### config.mk
export PLATFORM = sky130hd
export DESIGN_NAME = paged_pc_unit
export DESIGN_NICKNAME = d
export VERILOG_FILES = /design/src/rtl/pcu_pkg.sv /design/src/rtl/pcu_page_latch.sv /design/src/rtl/pcu_next_sel.sv /design/src/rtl/paged_pc_unit.sv
export SDC_FILE = /design/constraint.sdc
export NUM_CORES = 1
export LEC_CHECK = 0
export ABC_AREA = 1
export BUFFER_PORTS_ARGS = -buffer_cell sky130_fd_sc_hd__buf_2
export CAP_MARGIN = 40
export CORE_MARGIN = 4
export CORE_UTILIZATION = 30
export DETAILED_ROUTE_END_ITERATION = 6
export GPL_TIMING_DRIVEN = 0
export MAX_ROUTING_LAYER = met4
export SYNTH_ARGS = -nofsm -noshare
export SYNTH_HDL_FRONTEND = slang
export SYNTH_SLANG_ARGS = --single-unit
### constraint.sdc
create_clock -name clk -period 1.6 [get_ports clk]
set_input_delay 0 -clock clk [delete_from_list [all_inputs] [get_ports clk]]
set_output_delay 0 -clock clk [all_outputs]
set_load 0.02 [all_outputs]
### src/rtl/pcu_pkg.sv
package pcu_pkg;
  // Which source loads the program counter in a given cycle
  typedef enum logic [1:0] {
    SEL_HOLD   = 2'd0,
    SEL_STEP   = 2'd1,
    SEL_BRANCH = 2'd2,
    SEL_RETURN = 2'd3
  } pc_sel_e;
endpackage

### src/rtl/pcu_page_latch.sv
module pcu_page_latch #(
  parameter int LATCH_W  = 8,
  parameter int PAGE_W   = 2,
  parameter int PAGE_LSB = 3
) (
  input  logic               clk,
  input  logic               rst_n,
  input  logic               we,
  input  logic [LATCH_W-1:0] wdata,
  output logic [PAGE_W-1:0]  page
);
  localparam int PAGE_MSB = PAGE_LSB + PAGE_W - 1;

  logic [LATCH_W-1:0] q;

  always_ff @(posedge clk or negedge rst_n) begin
    if (!rst_n)  q <= '0;
    else if (we) q <= wdata;
  end

  assign page = q[PAGE_MSB:PAGE_LSB];

  // The register changes only through its own write port
  p_latch_hold_r8: assert property (@(posedge clk) disable iff (!rst_n)
    !we |=> $stable(q));
  p_latch_load_r8: assert property (@(posedge clk) disable iff (!rst_n)
    we |=> q == $past(wdata));
endmodule

### src/rtl/pcu_next_sel.sv
module pcu_next_sel
  import pcu_pkg::*;
#(
  parameter int PC_W = 13,
  parameter int BR_W = 11
) (
  input  logic [PC_W-1:0]      pc,
  input  logic [PC_W-BR_W-1:0] page,
  input  logic                 step_en,
  input  logic                 br_valid,
  input  logic [BR_W-1:0]      br_target,
  input  logic                 ret_valid,
  input  logic [PC_W-1:0]      ret_addr,
  output pc_sel_e              sel,
  output logic [PC_W-1:0]      pc_next,
  output logic [PC_W-1:0]      pc_plus1
);
  localparam int PAGE_W = PC_W - BR_W;

  function automatic logic [PC_W-1:0] f_incr(input logic [PC_W-1:0] a);
    return a + PC_W'(1);
  endfunction

  function automatic logic [PC_W-1:0] f_join(input logic [PAGE_W-1:0] pg,
                                              input logic [BR_W-1:0]  off);
    return {pg, off};
  endfunction

  always_comb begin
    if (ret_valid)     sel = SEL_RETURN;
    else if (br_valid) sel = SEL_BRANCH;
    else if (step_en)  sel = SEL_STEP;
    else               sel = SEL_HOLD;
  end

  assign pc_plus1 = f_incr(pc);

  always_comb begin
    unique case (sel)
      SEL_RETURN: pc_next = ret_addr;
      SEL_BRANCH: pc_next = f_join(page, br_target);
      SEL_STEP:   pc_next = pc_plus1;
      default:    pc_next = pc;
    endcase
  end
endmodule

### src/rtl/paged_pc_unit.sv
module paged_pc_unit
  import pcu_pkg::*;
#(
  parameter int PC_W     = 13,
  parameter int BR_W     = 11,
  parameter int LATCH_W  = 8,
  parameter int PAGE_LSB = 3
) (
  input  logic               clk,
  input  logic               rst_n,
  input  logic               step_en,
  input  logic               br_valid,
  input  logic               br_is_call,
  input  logic [BR_W-1:0]    br_target,
  input  logic               page_we,
  input  logic [LATCH_W-1:0] page_wdata,
  input  logic               ret_valid,
  input  logic [PC_W-1:0]    ret_addr,
  output logic [PC_W-1:0]    pc,
  output logic               push_valid,
  output logic [PC_W-1:0]    push_addr
);
  localparam int PAGE_W = PC_W - BR_W;

  logic [PAGE_W-1:0] page;
  pc_sel_e           sel;
  logic [PC_W-1:0]   pc_next;
  logic [PC_W-1:0]   pc_plus1;

  // Named events for the assertions
  logic ev_ret, ev_br, ev_step, ev_hold;
  assign ev_ret  = (sel == SEL_RETURN);
  assign ev_br   = (sel == SEL_BRANCH);
  assign ev_step = (sel == SEL_STEP);
  assign ev_hold = (sel == SEL_HOLD);

  pcu_page_latch #(.LATCH_W(LATCH_W), .PAGE_W(PAGE_W), .PAGE_LSB(PAGE_LSB)) u_latch (
    .clk(clk), .rst_n(rst_n), .we(page_we), .wdata(page_wdata), .page(page)
  );

  pcu_next_sel #(.PC_W(PC_W), .BR_W(BR_W)) u_sel (
    .pc(pc), .page(page), .step_en(step_en), .br_valid(br_valid),
    .br_target(br_target), .ret_valid(ret_valid), .ret_addr(ret_addr),
    .sel(sel), .pc_next(pc_next), .pc_plus1(pc_plus1)
  );

  always_ff @(posedge clk or negedge rst_n) begin
    if (!rst_n) pc <= '0;
    else        pc <= pc_next;
  end

  assign push_valid = ev_br & br_is_call;
  assign push_addr  = pc_plus1;

  p_reset_zero_r1: assert property (@(posedge clk) !rst_n |=> pc == '0);
  p_step_wrap_r2: assert property (@(posedge clk) disable iff (!rst_n)
    ev_step |=> pc == (($past(pc) == {PC_W{1'b1}}) ? '0 : $past(pc) + PC_W'(1)));
  p_hold_r3: assert property (@(posedge clk) disable iff (!rst_n)
    (!step_en && !br_valid && !ret_valid) |=> $stable(pc));
  p_branch_r4: assert property (@(posedge clk) disable iff (!rst_n)
    (br_valid && !ret_valid) |=> pc == {$past(page), $past(br_target)});
  p_return_r5: assert property (@(posedge clk) disable iff (!rst_n)
    ret_valid |=> pc == $past(ret_addr));
  p_one_source_r6: assert property (@(posedge clk) disable iff (!rst_n)
    $onehot0({ev_ret, ev_br, ev_step}) && (ev_hold == !(step_en || br_valid || ret_valid)));
  p_push_gate_r7: assert property (@(posedge clk) disable iff (!rst_n)
    push_valid == (br_valid && br_is_call && !ret_valid));
endmodule

==> flow_metrics.tcl, run 1 <==
set metrics [dict create \
    cp_num_cells 6 \
    antenna_found_initial 0 \
    via_count 1404 \
    p_per_area_nw_per_um2 898.0 \
    die_area_um2 5258 \
    antennaDiodeCount 0 \
    layout_commonest_cell "nand2_1" \
    portBuffers 59 \
    hp-start "page_we" \
    rows 23 \
    critPathSlowestCell "dfrtp_1" \
    worst_ep_required_time_ps 1600 \
    slew_headroom_pct 64.63 \
    maxCapViolations 0 \
    clk_pin_slew_ps 60 \
    grt_pass1_wl_mm 6.078 \
    status "finished, final reports clean" \
    critical_path_arrival_ps 1550 \
    start_kind "register" \
    r2r_start "pc[0]" \
    drc_errors 0 \
    core_um2 4000 \
    power_mw 1.583 \
    cts_made_buffers 3 \
    nNetsFinal 303 \
    cts_tree "done" \
    ys_seq_elements 15 \
    wl_mm 3.793 \
    holdPathStages 2 \
    drive_above_1_share_pct 33.20 \
    hold_viol 0 \
    avgSynthCellArea_um2 6.642 \
    postLayoutCellArea_um2 1763 \
    utilization_pct 44.07 \
    viasPerCell 4.544 \
    period_minus_slack_ps 1545 \
    cts_buffer_depth 2 \
    dp_slack_ps 21.45 \
    r2r_slack_ps 180 \
    power.static_leakage_nw 0.9486 \
    crit_buf_inv 1 \
    clkSinkCount 15 \
    die_h_um 72.52 \
    synth_cell_types 26 \
    hpwlAfterDp_mm 2.894 \
    io_pins 66 \
    max_stage_delay_ps 360 \
    grt_overflow 0 \
    die_w_um 72.52 \
    dr.pass1.iters 4 \
    end_kind "output port" \
    hold_path_class "input pin to register" \
    max_slew.worst_pin.slew_ps 530.5 \
    areaGrowthSynthToFinish_pct 41.18 \
    synth_nets 231 \
    irDropWorstVdd_v 0.0005833 \
    grt_max_degree 16 \
    yosysTopAreaCell "dfrtp_1" \
    netlist_area_um2 1249 \
    yosysWarnings 0 \
    timing.rr.end "pc[4]" \
    ant_nets 0 \
    ff2ff_path_depth 8 \
    critical_path_class "register to output port" \
    post_drt_wl_per_cell_um 12.28 \
    clockRootBuffer "clkbuf_8" \
    min_to "u_latch.q[3]" \
    setup_viol 0 \
    grt.total_usage_pct 15.20 \
    crit_fanout 8 \
    final_cell_mix "nand2_1 (60), buf_2 (58), inv_1 (19), nor2_1 (19), dfrtp_1 (14)" \
    critPathTopFamily "simple AND/OR/NAND/NOR gates" \
    place.gp.congestion 0.8387 \
    dr.first_iter.drc_count 50 \
    start_util_pct 31.22 \
    fmax_mhz 647.2 \
    grt_pass1_vias 1292 \
    htreeDepth 1 \
    fin_crit_sh_pct 96.57 \
    drv_slew 0 \
    cp_cell_sequence "ha_2 -> nand2_2 -> nor2_8 -> nand4_1 -> and2_1 -> buf_4" \
    synth_area_leaders "dfrtp_1 (30%), nand2_1 (18%), nor2_1 (6.0%)" \
    syn_inst 188 \
    synth_top_area_share_pct 30.06 \
    fin_worst_skew_ps 3.733 \
    clk_latency_ps 250 \
    setup_ws_ps 54.89 \
    synth-seq-area-share_pct 30.06 \
    rsz0062_at_grt "yes" \
    postPlaceCellArea_um2 1618 \
]
## cell usage after synthesis
master and number:
nor2_4 3, nand3_1 13, a21o_1 1, ha_1 4
o211ai_1 1, clkbuf_1 2, a22o_1 1, nor2_8 1
o21ai_0 7, buf_1 1, o21ai_1 4, and2_1 6
a21oi_1 12, nand4_1 3, dfrtp_1 15, nand2_2 3
mux2_2 2, inv_2 1, xor2_2 2, a22oi_1 1
buf_2 3, o21ai_2 1, xor2_1 2, nor2_1 20
inv_1 19, nand2_1 60
## registers in the layout, summed over array words and instances (netlist names)
| register | flops |
|---|---|
| u_latch.q | 2 |
| pc | 13 |
## worst reg2reg max path, cell delays in order (launching register included)
cell     delay (ps)
dfrtp_1         360
ha_2            200
nand2_2         100
nor2_8          170
buf_12          130
xor2_4          140
nand2_1          60
a21o_1          150
nand2_1          50
## power by group
group          leakage, nW  internal [mW]  switching, mW
Sequential           0.177          0.439         0.0817
Combinational        0.748          0.285          0.459
Clock               0.0228          0.177          0.141
Total                0.949          0.901          0.683
## through the flow
stage / instances / hold slack, ps / TNS (ps)
detailed placement: 297 / -63.81 / 0
floorplan: 188 / -295.6 / -3.600
CTS: 308 / 7.031 / 0
global route: 309 / 4.947 / -220.5
global placement: 297 / -63.25 / 0
finish: 309 / 14.30 / 0
## cell families (layout without fill, tap and decap cells)
group / Yosys count / in the layout / synth area share [%]
AO/OA/AOI/OAI: 28 / 28 / 12.43
adder cells (fa/ha/maj): 4 / 4 / 4.008
AND/OR/NAND/NOR: 109 / 109 / 39.58
buffers and inverters: 26 / 97 / 8.116
XOR/XNOR: 4 / 4 / 4.008
flip-flops: 15 / 15 / 30.06
multiplexers: 2 / 2 / 1.803
## layer usage
layer  part of all wire (%)  global-route usage [%]  vias to the layer above
met5                      0                       -                        -
met4                   0.95                   3.074                        0
met3                    5.6                   3.601                        5
met2                     45                   24.77                       37
met1                     48                   19.32                      626
li1                       -                       -                      736
## repair_timing
| item | in CTS | in global routing |
|---|---|---|
| setup buffers | 3 | 1 |
| pin swaps | 1 | 1 |
| hold endpoints to repair | 18 | 0 |
| hold buffers | 4 | 0 |
| gates cloned | 0 | 0 |
| resized for setup | 1 | 8 |
| endpoints found under the setup margin | 3 | 8 |
## layout make-up
type,instances,area [um2]
multi-input cells,147,788.3
inverters,20,75.07
plain buffers,6,27.53
clock buffers,4,45.04
flip-flops and latches,15,376.6
fillers,420,2237
repair buffers,67,387.9
well taps,50,62.56
## worst max path at each step
| stage | endpoint | startpoint |
|---|---|---|
| finish | push_addr[10] | pc[0] |
| global route | push_addr[10] | pc[1] |
| CTS | push_addr[10] | pc[0] |
| detailed placement | pc[4] | br_valid |
| global placement | pc[4] | br_valid |
| floorplan | pc[8] | pc[1] |
Power figures use the tool's default switching activity.
==> inputs of run 2 (changes only) <==
Settings changed: ABC_AREA 1 to default.
==> run 2 against run 1 <==
Core utilization rose by 4.8 points. Worst hold slack improved by 3.9 ps. Critical endpoint is now push_addr[5]. Largest cell class unchanged. Total power rose by 4.7%. Global-route usage grew 0.22 points. Final cell count down 9.7%.
==> flow_metrics.tcl, run 2 <==
set metrics [dict create \
    status "finished, final reports clean" \
    cts_buffer_depth 2 \
    fin_worst_skew_ps 5.453 \
    avgSynthCellArea_um2 7.790 \
    irDropWorstVdd_v 0.0004309 \
    via_count 1396 \
    critPathSlowestCell "dfrtp_2" \
    nNetsFinal 275 \
    post_drt_wl_per_cell_um 14.31 \
    grt_pass1_wl_mm 6.168 \
    fillers 375 \
    end_kind "output port" \
    die_h_um 71.44 \
    regArea_um2 387.9 \
    grt.total_usage_pct 15.42 \
    hp-start "page_we" \
    crit_buf_inv 2 \
    htreeDepth 1 \
    sequentialPowerShare_pct 32.9 \
    period_minus_slack_ps 1584 \
    cts_made_buffers 3 \
    clkSinkCount 15 \
    die_area_um2 5104 \
    rsz0062_at_grt "yes" \
    synth_cell_types 35 \
    hpwlAfterDp_mm 2.874 \
    critical_path_arrival_ps 1580 \
    min_to "u_latch.q[3]" \
    r2r_start "pc[0]" \
    instances_no_fill 279 \
    async_flop_share_pct 100.0 \
    dr.first_iter.drc_count 49 \
    ant_nets 0 \
    ys_seq_elements 15 \
    start_kind "register" \
    crit_fanout 6 \
    viasPerCell 5.004 \
    hold_path_class "input pin to register" \
    rows 22 \
    power_mw 1.658 \
    drv_slew 0 \
    worst_ep_required_time_ps 1600 \
    worst_hold_slack_ps 18.16 \
    power.static_leakage_nw 0.8566 \
    clk_latency_ps 260 \
    drive_above_1_share_pct 45.45 \
    yosys.cell_count.top_type "nor2_1" \
    synth_common_cells "nor2_1 (19), nand2_1 (16), dfrtp_1 (15)" \
    p_int_mw 0.9368 \
    fmax_mhz 631.4 \
    clkPwrFrac_pct 19.9 \
    slew_headroom_pct 65.05 \
    critical_path_class "register to output port" \
    grt_overflow 0 \
    sw_frac_of_total_pct 43.51 \
    synth_top_area_share_pct 31.09 \
    place.gp.congestion 0.8448 \
    layout_commonest_cell "buf_2" \
    clk_pin_slew_ps 70 \
    io_pins 66 \
    core_um2 3771 \
    multi_input_area_um2 868.3 \
    max_slew.worst_pin.slew_ps 524.2 \
    clockRootBuffer "clkbuf_8" \
    start_util_pct 32.02 \
    synth_flop_cell "dfrtp_1" \
    max_stage_delay_ps 400 \
    yosysTopAreaCell "dfrtp_1" \
    hold_viol 0 \
    top_regs "pc (13), u_latch.q (2)" \
    yosysWarnings 0 \
    p_per_area_nw_per_um2 900.3 \
    grt_max_degree 16 \
    syn_inst 155 \
    synth-seq-area-share_pct 31.09 \
    netlist_area_um2 1207 \
    synth-edff-count 0 \
    fin_crit_sh_pct 98.99 \
    timing.rr.end "pc[2]" \
    ff2ff_path_depth 6 \
    final.setup.tns_ps 0 \
    setup_viol 0 \
    die_w_um 71.44 \
    maxCapViolations 0 \
    drc_errors 0 \
    largest_reg_flops 13 \
    antennaDiodeCount 0 \
    cp_cell_sequence "buf_4 -> nand3_4 -> o21a_1 -> or2_2 -> buf_2" \
    wl_mm 3.993 \
    portBuffers 59 \
    synth_area_leaders "dfrtp_1 (31%), nor2_1 (5.9%), a21oi_1 (5.0%)" \
    final_cell_mix "buf_2 (59), nor2_1 (18), nand2_1 (15)" \
    holdPathStages 2 \
    p_sw_mw 0.7214 \
    areaGrowthSynthToFinish_pct 52.54 \
    cts_tree "done" \
    dp.cells 262 \
    critPathTopFamily "simple AND/OR/NAND/NOR gates" \
    pwr-share-comb_pct 47.2 \
    r2r_slack_ps 100 \
    dr.pass1.iters 4 \
    top_register "pc" \
    antenna_found_initial 0 \
    grt_pass1_vias 1297 \
    synth_nets 198 \
]
## run 2: cell count changes in the layout (fill, tap and decap cells not counted), sizes merged, moves of 3 or more
cell / delta
a31oi: +3
and2: -4
buf: +3
clkbuf: +4
inv: -9
nand2: -47
nand3: -6
nor2: -5
nor3: +3
nor4: +5
o21bai: +4
o2bb2ai: +3
xnor2: +6
## run 2: cell type report
cell class / count / share of cell area (%)
Clock inverter: 1 / 0.2717
Multi-Input combinational cell: 121 / 47.15
Clock buffer: 3 / 2.242
Sequential cell: 15 / 21.06
Timing Repair Buffer: 73 / 22.15
Tap cell: 48 / 3.261
Buffer: 7 / 1.630
Inverter: 11 / 2.242
## run 2: cells by family (layout without fill, tap and decap cells)
kind of cell | after synthesis | count (layout) | share of synthesized area [%]
AOI/OAI and AO/OA | 48 | 48 | 26.22
DFF | 15 | 15 | 31.09
xor gates and xnor gates | 9 | 9 | 6.529
buffers and inverters | 19 | 95 | 5.907
muxes | 2 | 2 | 1.865
and+or+nand+nor | 58 | 58 | 24.25
adders and majority gates | 4 | 4 | 4.145
## run 2: how the worst max path moves through the flow
stage,startpoint,endpoint,slack (ps),cells past startpoint
floorplan,pc[0],pc[12],-2,5
global placement,br_valid,pc[12],-340,9
detailed placement,br_valid,pc[12],-340,9
CTS,pc[0],pc[12],8,5
global route,pc[1],push_addr[6],-50,5
finish,pc[0],push_addr[5],20,5
## run 2: routing by layer
layer | GRT usage, % | vias to the layer above | part of all wire [%]
li1 | - | 703 | -
met4 | 4.593 | 0 | 0.90
met2 | 24.18 | 52 | 47
met1 | 20.36 | 637 | 45
met5 | - | - | 0
met3 | 2.525 | 4 | 6.7
## run 2: power groups by stage
stage | clock (mW) | sequential (mW) | combinational, mW
after floorplan | 0 | 0.589 | 0.388
after global placement | 0 | 0.539 | 0.676
after detailed placement | 0 | 0.538 | 0.679
after CTS | 0.331 | 0.546 | 0.745
after global routing | 0.348 | 0.558 | 0.848
final | 0.330 | 0.546 | 0.783
## run 2: stage by stage
stage               util, %  setup WS (ps)  cell area [um2]
floorplan                 -         -2.420             1235
global placement      42.17         -335.3             1590
detailed placement    42.17         -338.5             1590
CTS                   47.35          7.759             1785
global route          48.84         -47.68             1842
finish                48.84          16.15             1842
## run 2: repair_timing
| action | CTS | global route |
|---|---|---|
| pin swaps | 3 | 3 |
| hold endpoints to repair | 17 | 0 |
| setup buffers | 5 | 6 |
| resized for setup | 17 | 9 |
| hold buffers | 3 | 0 |
| setup endpoints to repair | 12 | 13 |
